$ cat config.mk
export PLATFORM = sky130hd
export DESIGN_NAME = ltc_channel
export DESIGN_NICKNAME = d
export VERILOG_FILES = /design/src/rtl/ltc_pkg.sv /design/src/rtl/ltc_occupancy.sv /design/src/rtl/ltc_store.sv /design/src/rtl/ltc_preload.sv /design/src/rtl/ltc_channel.sv
export SDC_FILE = /design/constraint.sdc
export NUM_CORES = 1
export LEC_CHECK = 0
export ABC_AREA = 1
export BUFFER_PORTS_ARGS = -buffer_cell sky130_fd_sc_hd__buf_2
export CAP_MARGIN = 20
export CORE_UTILIZATION = 40
export DETAILED_ROUTE_END_ITERATION = 8
export PLACE_DENSITY_LB_ADDON = 0.3
export SKIP_LAST_GASP = 1
export SLEW_MARGIN = 10
export SYNTH_ARGS = -nofsm -noshare
export SYNTH_HDL_FRONTEND = slang
export SYNTH_SLANG_ARGS = --single-unit
$ cat constraint.sdc
create_clock -name clk -period 2.32 [get_ports clk]
set_clock_uncertainty 0.1 [all_clocks]
set_input_delay 0.232 -clock clk [delete_from_list [all_inputs] [get_ports clk]]
set_output_delay 0.232 -clock clk [all_outputs]
set_load 0.01 [all_outputs]
$ cat src/rtl/ltc_pkg.sv
package ltc_pkg;
  function automatic int cnt_bits(input int n);
    return $clog2(n + 1);
  endfunction

  function automatic int ptr_bits(input int n);
    return (n > 1) ? $clog2(n) : 1;
  endfunction
endpackage

$ cat src/rtl/ltc_occupancy.sv
module ltc_occupancy #(
  parameter int DEPTH = 5,
  parameter int INIT  = 3
) (
  input  logic clk,
  input  logic rst,
  input  logic enq_ok,
  input  logic deq_ok,
  output logic room,
  output logic avail
);
  localparam int CW = ltc_pkg::cnt_bits(DEPTH);
  localparam logic [CW-1:0] FULLV = CW'(DEPTH);
  localparam logic [CW-1:0] INITV = CW'(INIT);

  logic [CW-1:0] count, count_n;

  always_comb begin
    count_n = count;
    if (enq_ok && !deq_ok) count_n = count + 1'b1;
    else if (deq_ok && !enq_ok) count_n = count - 1'b1;
  end

  always_ff @(posedge clk) begin
    if (rst) begin
      count <= INITV;
      room  <= (INITV != FULLV);
      avail <= (INITV != '0);
    end else begin
      count <= count_n;
      room  <= (count_n != FULLV);
      avail <= (count_n != '0);
    end
  end
endmodule

$ cat src/rtl/ltc_store.sv
module ltc_store #(
  parameter int TW    = 9,
  parameter int DEPTH = 5,
  parameter int INIT  = 3
) (
  input  logic          clk,
  input  logic          rst,
  input  logic          wr_en,
  input  logic [TW-1:0] wr_tok,
  input  logic          rd_en,
  output logic [TW-1:0] rd_tok
);
  localparam int PW = ltc_pkg::ptr_bits(DEPTH);
  localparam logic [PW-1:0] LAST   = PW'(DEPTH - 1);
  localparam logic [PW-1:0] WR_RST = PW'(INIT % DEPTH);

  logic [TW-1:0] mem [DEPTH];
  logic [PW-1:0] wr_ptr, rd_ptr;

  always_ff @(posedge clk) begin
    if (wr_en) mem[wr_ptr] <= wr_tok;
  end

  always_ff @(posedge clk) begin
    if (rst) begin
      wr_ptr <= WR_RST;
      rd_ptr <= '0;
    end else begin
      if (wr_en) wr_ptr <= (wr_ptr == LAST) ? '0 : wr_ptr + 1'b1;
      if (rd_en) rd_ptr <= (rd_ptr == LAST) ? '0 : rd_ptr + 1'b1;
    end
  end

  assign rd_tok = mem[rd_ptr];
endmodule

$ cat src/rtl/ltc_preload.sv
module ltc_preload #(
  parameter int INIT = 3
) (
  input  logic clk,
  input  logic rst,
  input  logic deq_ok,
  output logic masked
);
  localparam int BW = ltc_pkg::cnt_bits(INIT);
  localparam logic [BW-1:0] INITV = BW'(INIT);

  logic [BW-1:0] left;

  always_ff @(posedge clk) begin
    if (rst) left <= INITV;
    else if (deq_ok && left != '0) left <= left - 1'b1;
  end

  assign masked = (left != '0);
endmodule

$ cat src/rtl/ltc_channel.sv
module ltc_channel #(
  parameter int DATA_W  = 8,
  parameter int LATENCY = 3,
  parameter int SLACK   = 2
) (
  input  logic              clk,
  input  logic              rst,
  input  logic              prod_enq,
  input  logic              prod_valid,
  input  logic [DATA_W-1:0] prod_data,
  output logic              prod_ready,
  input  logic              cons_deq,
  output logic              cons_valid,
  output logic [DATA_W-1:0] cons_data,
  output logic              cons_ready
);
  localparam int DEPTH = LATENCY + SLACK;
  localparam int TW    = DATA_W + 1;

  logic          enq_ok, deq_ok, masked;
  logic [TW-1:0] head;

  assign enq_ok = prod_enq && prod_ready;
  assign deq_ok = cons_deq && cons_ready;

  ltc_occupancy #(.DEPTH(DEPTH), .INIT(LATENCY)) u_occ (
    .clk(clk), .rst(rst), .enq_ok(enq_ok), .deq_ok(deq_ok),
    .room(prod_ready), .avail(cons_ready)
  );

  ltc_store #(.TW(TW), .DEPTH(DEPTH), .INIT(LATENCY)) u_store (
    .clk(clk), .rst(rst), .wr_en(enq_ok), .wr_tok({prod_valid, prod_data}),
    .rd_en(deq_ok), .rd_tok(head)
  );

  generate
    if (LATENCY > 0) begin : g_pre
      ltc_preload #(.INIT(LATENCY)) u_pre (
        .clk(clk), .rst(rst), .deq_ok(deq_ok), .masked(masked)
      );
    end else begin : g_nopre
      assign masked = 1'b0;
    end
  endgenerate

  assign cons_valid = cons_ready && !masked && head[DATA_W];
  assign cons_data  = (cons_ready && !masked) ? head[DATA_W-1:0] : '0;
endmodule

==> flow_summary_export.csv, run 1 <==
group,metric,value,unit
place,dpl.hpwl,3.24,mm
yosys,ys_seq_area_share,61.5,%
worst_setup_path,start_kind,"flop",
drt,post-route-drc-count,8,
worst_setup_path,path_class,"flop to output pin",
timing,min_period,1980,ps
drt,drt_iter0_drc,109,
place,port_buffers,23,
global_routing,grt.total_usage,15.2,%
worst_setup_path,end_kind,"output pin",
yosys,syn_nets,286,
yosys,yosysWarningCount,0,
worst_setup_path,cp_slowest_cell,"dfxtp_1",
floorplanning,die_h,84.4,um
drt,wl_per_cell,12.9,um
yosys,synth_area_leader_cell,"edfxtp_1",
timing,fmax,506,MHz
hold_path,whs_path_depth,1,
timing,tightest_slew,640,ps
hold_path,holdPathEnd,"u_store.mem[2][7]$_DFFE_PP_",
drt,ant_nets,0,
clock_tree,hold_buffers,0,
floorplanning,die-area,0.00713,sq mm
worst_setup_path,worstPathRequired,1990,ps
finish,final_nets,320,
place,place_congestion,0.791,
global_routing,grt_max_degree,19,
clock_tree,cts_resized,0,
drt,vias_per_cell,4.84,
yosys,synthCells,266,
finish,syn_to_final_growth,15.1,%
floorplanning,die_x,84.4,um
clock_tree,cts_setup_buffers,0,
drt,wl,4.92,mm
outcome,violations,"DRC",
yosys,async_flop_share,0,%
outcome,status,"complete, but fails checks",
clock_tree,cts_tree,"done",
hold_path,hold_class,"primary input to flop",
drt,num_vias,1850,
worst_setup_path,path_cells,"inv_1, ha_1, nand2_1, a21oi_1, o21ai_1, inv_1, buf_2",
power,power_density,832,mW/mm^2
power,power_leakage,1.39,nW
hold_path,min_from,"prod_data[7]",
clock_tree,cts-htree-levels,3,
timing,tns,0,ps
yosys,syn_area,0.00272,sq mm
yosys,yosysUniqueCellTypes,28,
job,maxCapViolations,0,
global_routing,grt_overflow,0,
global_routing,first_global_vias,1743,
floorplanning,initial_core_util,42.1,%
timing,fin_crit_sh,85.1,%
yosys,synth-edff-count,45,
worst_setup_path,ff2ff_path_depth,5,
worst_setup_path,cp.arrival,1640,ps
floorplanning,rows,29,
global_routing,grt_pass1_wl,8.14,mm
finish,drive_gt1_share,21.6,%
clock_tree,insertion_delay,330,ps
worst_setup_path,cp_slowest_stage_delay,300,ps
worst_setup_path,rrSetupSlack,860,ps
drt,firstDrtPassIters,6,
yosys,synthTopCellsByCount,"45 x edfxtp_1, 36 x nand2_1, 35 x nor2_1",
timing,slew_violations,0,
global_routing,antenna_found_initial,0,
clock_tree,cts_made_buffers,9,
timing,rsz0062_at_grt,"no",
timing,setup_violations,0,
yosys,ys.flop_type,"edfxtp_1",
worst_setup_path,reg2reg_from,"u_occ.room$_SDFF_PP1_",
clock_tree,max-clock-path-buffers,2,
yosys,synthTopCellsByArea,"edfxtp_1 50%, dfxtp_1 12%, nand2_1 5.0%, nor2_1 4.8%, inv_1 4.4%",
yosys,synth_top_area_share,49.7,%
floorplanning,pin_count,24,
yosys,synth_seq_cells,61,
timing,max_slew_margin,57.3,%
worst_setup_path,r2r-end,"u_store.mem[4][2]$_DFFE_PP_",
yosys,avgSynthCellArea,10.2,sq um
worst_setup_path,worstPathMaxFanout,9,
yosys,synth_most_common_cell,"edfxtp_1",
power,total_power,0.00260,W
floorplanning,core-area,0.00646,sq mm
clock_tree,numClockSinks,61,
timing,finalHoldViolations,0,
power,max-vdd-ir-drop,468,uV
clock_tree,clk_pin_slew,70,ps
finish,n_antenna_cell,0,
clock_tree,cts_root_buf,"clkbuf_8",
worst_setup_path,worst_path_most_repeated_cell,"inv_1",
[worst max-delay path: cells and delay by family, from the launching register on]
| kind | cells | cell delay, ps |
|---|---|---|
| compound gates | 2 | 310 |
| fa+ha+maj | 1 | 170 |
| flops | 1 | 300 |
| buf+inv | 3 | 270 |
| simple gates | 1 | 260 |
[flip-flops by register name (all words and copies together) (netlist names), named ones only]
| name | flops |
|---|---|
| u_occ.room | 1 |
| u_store.rd_ptr | 3 |
| u_store.mem | 45 |
| u_occ.count | 3 |
| g_pre.u_pre.left | 2 |
| u_occ.avail | 1 |
| u_store.wr_ptr | 3 |
[per-stage QoR]
step | utilization, % | instance area, sq um | hold slack [ps] | cells | worst slack (ps)
after floorplan | - | 2720 | 231 | 266 | 465
after global placement | 45.1 | 2910 | 355 | 366 | 671
after detailed placement | 45.1 | 2910 | 366 | 366 | 691
after CTS | 48.4 | 3130 | 7.10 | 382 | 307
after global routing | 48.4 | 3130 | 22.1 | 382 | 186
final | 48.4 | 3130 | 16.8 | 382 | 345
[cell families (layout without fill, tap and decap cells)]
group           after synthesis  after routing  share of synthesized area, %
flops                        61             61                          61.5
compound gates               55             55                          10.5
simple gates                 97             97                          16.2
xor+xnor                      2              2                         0.645
fa+ha+maj                     7              7                          3.22
buf+inv                      44             83                          7.87
[per-layer routing]
| metal | routed length [um] | global-route usage (%) | share of wire [%] | up-vias |
|---|---|---|---|---|
| met2 | 2250 | 23.6 | 46 | 32 |
| li1 | - | - | - | 953 |
| met5 | 0 | 0 | 0 | - |
| met3 | 190 | 3.54 | 3.9 | 9 |
| met4 | 124 | 8.78 | 2.5 | 0 |
| met1 | 2360 | 19.7 | 48 | 856 |
[cell usage in the layout, fill, tap and decap left out, types with 9 or more instances in the layout]
cell	Yosys	final
edfxtp_1	45	45
nand2_1	36	36
nor2_1	35	35
inv_1	32	32
buf_2	1	23
o21ai_1	19	19
a21oi_1	18	18
dfxtp_1	16	16
o21ai_0	14	14
nor2_2	9	9
clkbuf_8	0	9
[area by class of cell]
type                       instances  area [sq um]
timing repair buffer              30           168
multi-input combinational        161           832
fill                             613          3330
inverter                          37           146
clock buffer                       9           124
tap                               77          96.3
clock inverter                     7          90.1
sequential                        61          1670
[where the power goes]
part,leakage (nW),internal (W),switching [W]
Clock,0.107,0.000598,0.000411
Combinational,0.738,0.000117,0.000204
Sequential,0.542,0.00124,0.0000369
[worst max path at each step]
stage,startpoint,depth (start not counted),endpoint
after global placement,g_pre.u_pre.left[0]$_SDFFE_PP1P_,7,cons_data[1]
after global routing,g_pre.u_pre.left[0]$_SDFFE_PP1P_,7,cons_data[0]
final,g_pre.u_pre.left[0]$_SDFFE_PP1P_,7,cons_data[1]
after CTS,g_pre.u_pre.left[0]$_SDFFE_PP1P_,7,cons_data[1]
after floorplan,u_occ.room$_SDFF_PP1_,4,u_store.mem[4][0]$_DFFE_PP_
after detailed placement,g_pre.u_pre.left[0]$_SDFFE_PP1P_,7,cons_data[1]
Note: power is estimated with default switching activity, not from simulation.
==> run 2, diff against run 1 <==
ABC_AREA = default   (was 1)
==> run 2 against run 1 <==
  * The run now ends clean
  * Combinational power shrank 2%
  * Flip-flop and latch count unchanged
  * Worst hold slack better by 9.9 ps
  * Clock power increased by 13%
  * Final cell count fell by 25%
  * Synthesized area is 7.1% lower
  * Critical path type unchanged
  * Critical endpoint is now cons_valid
==> flow_summary_export.csv, run 2 <==
group,metric,value,unit
outcome,status,"finished clean",
timing,max_slew_margin,61.4,%
yosys,avgSynthCellArea,14.7,sq um
hold_path,min_from,"prod_data[7]",
drt,post-route-drc-count,0,
worst_setup_path,worstPathMaxFanout,6,
place,port_buffers,23,
hold_path,whs_path_depth,1,
clock_tree,max-clock-path-buffers,2,
yosys,synthTopCellsByArea,"edfxtp_1 54%, dfxtp_1 13%, mux4_2 8.0%, mux2i_1 4.0%, ha_1 3.5%",
global_routing,antenna_found_initial,0,
hold_path,hold_class,"primary input to flop",
global_routing,first_global_vias,1370,
clock_tree,cts_root_buf,"clkbuf_8",
power,power_density,913,mW/mm^2
yosys,synthCells,172,
worst_setup_path,rrSetupSlack,760,ps
worst_setup_path,cp_slowest_stage_delay,500,ps
drt,firstDrtPassIters,4,
yosys,synth-edff-count,45,
place,place_congestion,0.849,
floorplanning,initial_core_util,42.1,%
finish,final_core_util,50.4,%
worst_setup_path,worstPathRequired,1990,ps
yosys,synth_area_leader_cell,"edfxtp_1",
timing,tightest_slew,578,ps
finish,nFillCells,515,
floorplanning,pin_count,24,
worst_setup_path,end_kind,"output pin",
floorplanning,rows,28,
clock_tree,cts_resized,0,
clock_tree,cts-htree-levels,3,
worst_setup_path,cp.depth,5,
place,place_ws,473,ps
drt,vias_per_cell,5.15,
global_routing,grt.total_usage,14.8,%
yosys,async_flop_share,0,%
worst_setup_path,path_cells,"buf_12, mux4_2, mux2i_1, nor2_1, buf_2",
drt,drt_iter0_drc,110,
yosys,ys.flop_type,"edfxtp_1",
yosys,syn_nets,192,
yosys,ys_seq_area_share,66.2,%
worst_setup_path,ff2ff_path_depth,2,
floorplanning,die_x,81.5,um
power,power_leakage,1.13,nW
timing,fmax,464,MHz
floorplanning,core-area,0.00599,sq mm
finish,final_nets,225,
timing,setup_violations,0,
hold_path,holdPathEnd,"u_store.mem[0][7]$_DFFE_PP_",
global_routing,grt_overflow,0,
drt,ant_nets,0,
worst_setup_path,cp_slowest_cell,"mux4_2",
yosys,yosysUniqueCellTypes,35,
finish,n_antenna_cell,0,
finish,syn_to_final_growth,19.6,%
clock_tree,hold_buffers,0,
floorplanning,die_h,81.5,um
worst_setup_path,reg2reg_from,"u_store.wr_ptr[0]$_SDFFE_PP1P_",
global_routing,grt_pass1_wl,6.84,mm
clock_tree,clk_pin_slew,80,ps
floorplanning,die-area,0.00663,sq mm
yosys,syn_area,0.00252,sq mm
timing,setup_ws,166,ps
yosys,synthTopCellsByCount,"45 x edfxtp_1, 17 x nor2_1, 16 x dfxtp_1",
finish,largest_register_ffs,45,
timing,min_period,2150,ps
finish,drive_gt1_share,29.0,%
yosys,synth_most_common_cell,"edfxtp_1",
drt,num_vias,1468,
finish,multi_input_area,801,sq um
timing,fin_crit_sh,92.9,%
worst_setup_path,r2r-end,"u_store.mem[4][2]$_DFFE_PP_",
yosys,synth_top_area_share,53.5,%
worst_setup_path,start_kind,"flop",
worst_setup_path,path_class,"flop to output pin",
power,max-vdd-ir-drop,429,uV
timing,finalHoldViolations,0,
place,dpl.hpwl,2.98,mm
clock_tree,cts_setup_buffers,0,
global_routing,grt_max_degree,15,
finish,final_cell_mix,"45 x edfxtp_1, 23 x buf_2, 17 x nor2_1, 16 x dfxtp_1, 11 x inv_1",
yosys,synth_seq_cells,61,
finish,seq_area,0.00167,sq mm
finish,final_common_cell,"edfxtp_1",
drt,wl_per_cell,15.1,um
clock_tree,numClockSinks,61,
drt,wl,4.29,mm
job,maxCapViolations,0,
timing,tns,0,ps
worst_setup_path,cp.arrival,1820,ps
timing,rsz0062_at_grt,"no",
timing,timing.hold.ws,26.7,ps
yosys,yosysWarningCount,0,
worst_setup_path,path_buf_inv,2,
timing,slew_violations,0,
clock_tree,cts_made_buffers,9,
clock_tree,cts_tree,"done",
worst_setup_path,path_delay_family,"multiplexers",
clock_tree,insertion_delay,320,ps
finish,regMostFlops,"u_store.mem",
## run 2: cell count changes after synthesis, moves of 13 or more
cell     before  now
inv_1        32   11
nand2_1      36    3
nor2_1       35   17
o21ai_0      14    1
o21ai_1      19    6
## run 2: worst reg2reg max path: stages (launching register included)
cell,delay (ps)
dfxtp_1,350
inv_1,180
and4_1,560
## run 2: worst max-delay path by stage
stage	startpoint	slack (ps)	to
final	flop	170	cons_valid
after floorplan	u_occ.room$_SDFF_PP1_	320	u_store.mem[2][0]$_DFFE_PP_
after global placement	flop	510	cons_data[3]
after global routing	flop	30	cons_valid
after detailed placement	flop	470	cons_valid
after CTS	flop	100	cons_valid
## run 2: report_power, final
part           switching (W)  internal, W
clock               0.000424     0.000719
sequential         0.0000541      0.00124
combinational       0.000165     0.000149
total               0.000644      0.00211
## run 2: layout make-up
class,instances,area share [%]
Sequential cell,61,55.4
Inverter,11,1.37
Tap cell,75,3.11
Clock buffer,9,4.10
Multi-Input combinational cell,94,26.5
Clock inverter,7,4.06
Timing Repair Buffer,28,5.47
## run 2: cells by family after synthesis
family,count (synthesis),synth area share (%)
DFF,61,66.2
adders and majority gates,8,3.91
muxes,19,12.0
buffers and inverters,17,3.07
and+or+nand+nor,41,8.08
AOI/OAI and AO/OA,26,6.74
## run 2: layer usage
metal	share of wire (%)	GRT usage, %
met4	1.1	9.46
met5	0	0
met2	50	23.3
met3	3.4	3.22
met1	45	18.5
## run 2: stage by stage
| stage | area [sq um] | instances | total power (W) |
|---|---|---|---|
| detailed placement | 2770 | 269 | 0.00164 |
| CTS | 3020 | 285 | 0.00279 |
| floorplan | 2520 | 172 | 0.00154 |
| global placement | 2770 | 269 | 0.00163 |
| finish | 3020 | 285 | 0.00276 |
| global route | 3020 | 285 | 0.00288 |
==> run 3, diff against run 2 <==
CORE_MARGIN = 2   (was default)
==> run 3 against run 2 <==
  * Power fell by 0.36%
  * Non-clock buffer count rose by 1
  * Combinational power rose by 1%
  * Highest routed layer unchanged
  * Wire length rose by 2.2%
  * Cell area barely moved
  * Register-to-register slack barely moved
  * Setup slack improved by 24 ps
==> flow_summary_export.csv, run 3 (synthesis results as in run 2) <==
group,metric,value,unit
finish,n_antenna_cell,0,
timing,fin_crit_sh,91.8,%
drt,post-route-drc-count,0,
hold_path,hold_class,"primary input to flop",
clock_tree,cts_made_buffers,9,
place,port_buffers,23,
worst_setup_path,worstPathRequired,1990,ps
drt,drt_iter0_drc,62,
clock_tree,cts-htree-levels,3,
finish,drive_gt1_share,28.4,%
floorplanning,die_x,83.5,um
finish,finalNonFillerCells,286,
global_routing,grt_overflow,0,
clock_tree,numClockSinks,61,
clock_tree,cts_root_buf,"clkbuf_8",
finish,nFillCells,529,
global_routing,first_global_vias,1493,
drt,wl_per_cell,15.3,um
finish,final_cell_mix,"45 x edfxtp_1, 23 x buf_2, 17 x nor2_1, 16 x dfxtp_1, 11 x inv_1",
outcome,status,"finished clean",
timing,slew_violations,0,
worst_setup_path,path_class,"flop to output pin",
clock_tree,cts_resized,0,
timing,tns,0,ps
drt,met1_length,1.99,mm
global_routing,grt_pass1_wl,7.09,mm
floorplanning,pin_count,24,
floorplanning,core-area,0.00603,sq mm
place,place_congestion,0.782,
place,dp_cells,269,
finish,final_nets,226,
drt,wl_met3,229,um
worst_setup_path,worstPathMaxFanout,7,
floorplanning,die_h,83.5,um
timing,fmax,469,MHz
timing,max_slew_margin,61.0,%
clock_tree,clk_pin_slew,70,ps
floorplanning,rows,28,
finish,largest_register_ffs,45,
drt,wl,4.39,mm
global_routing,antenna_found_initial,0,
timing,setup_violations,0,
drt,vias_per_cell,5.21,
finish,final_common_cell,"edfxtp_1",
worst_setup_path,cp.arrival,1800,ps
drt,wl_met2,2.06,mm
place,dpl.hpwl,2.84,mm
worst_setup_path,end_kind,"output pin",
drt,num_vias,1489,
timing,tightest_slew,584,ps
global_routing,grt.total_usage,13.7,%
clock_tree,cts_tree,"done",
drt,firstDrtPassIters,4,
clock_tree,max-clock-path-buffers,2,
power,power_leakage,1.13,nW
worst_setup_path,start_kind,"flop",
finish,regMostFlops,"u_store.mem",
timing,rsz0062_at_grt,"no",
power,power_density,909,mW/mm^2
drt,top_layer,"met4",
timing,finalHoldViolations,0,
timing,setup_ws,190,ps
place,place_ws,534,ps
clock_tree,cts_setup_buffers,0,
timing,min_period,2130,ps
clock_tree,insertion_delay,340,ps
floorplanning,die-area,0.00696,sq mm
finish,syn_to_final_growth,19.7,%
floorplanning,initial_core_util,41.9,%
global_routing,grt_max_degree,15,
drt,ant_nets,0,
power,max-vdd-ir-drop,551,uV
job,maxCapViolations,0,
==> run 3: routing by layer <==
layer | global-route usage (%) | up-vias
met2 | 21.6 | 33
met5 | 0 | -
met3 | 5.74 | 13
li1 | - | 730
met1 | 16.3 | 713
met4 | 6.60 | 0
==> run 3: where the power goes <==
part,switching (W),internal (W),total (W),leakage (nW)
clock network,0.000417,0.000713,0.00113,0.116
registers,0.0000521,0.00125,0.00130,0.542
logic,0.000168,0.000151,0.000319,0.475
total,0.000637,0.00211,0.00275,1.13
==> run 3: worst max-delay path: stages (launching register included) <==
cell,delay [ps]
dfxtp_1,440
buf_12,170
mux4_2,510
mux2i_1,140
nor2_1,50
buf_2,150
==> run 3: area by class of cell <==
class                           count  area (sq um)  share of cell area [%]
Clock inverter                      6           111                    3.69
Timing Repair Buffer               29           175                    5.80
Tap cell                           75          93.8                    3.11
Multi-Input combinational cell     94           801                    26.5
Inverter                           11          41.3                    1.37
Sequential cell                    61          1670                    55.3
Clock buffer                       10           128                    4.22
==> run 3: metrics by stage <==
step / power [W] / util (%) / hold WS, ps / area (sq um)
4_1_cts: 0.00277 / 50.1 / 2.49 / 3020
3_3_place_gp: 0.00164 / 46.0 / 363 / 2770
2_1_floorplan: 0.00154 / - / 231 / 2520
5_1_grt: 0.00287 / 50.1 / 10.3 / 3020
6_report: 0.00275 / 50.1 / 21.0 / 3020
3_5_place_dp: 0.00164 / 46.0 / 365 / 2770
==> run 3: path summary, 6_finish.rpt <==
path                                         start  slack (ps)                               end  cells after the start
hold / removal                        prod_data[7]          20       u_store.mem[4][7]$_DFFE_PP_                      1
setup reg to reg             u_occ.room$_SDFF_PP1_         760       u_store.mem[4][1]$_DFFE_PP_                      2
setup / recovery                              flop         190                      cons_data[3]                      5
hold reg to reg   g_pre.u_pre.left[1]$_SDFFE_PP1P_         400  g_pre.u_pre.left[1]$_SDFFE_PP1P_                      2
==> run 3: what timing repair did <==
item                                   4_1_cts  5_1_grt
endpoints found under the hold margin        5        0
hold buffers                                 1        0
setup endpoints to repair                    0        0
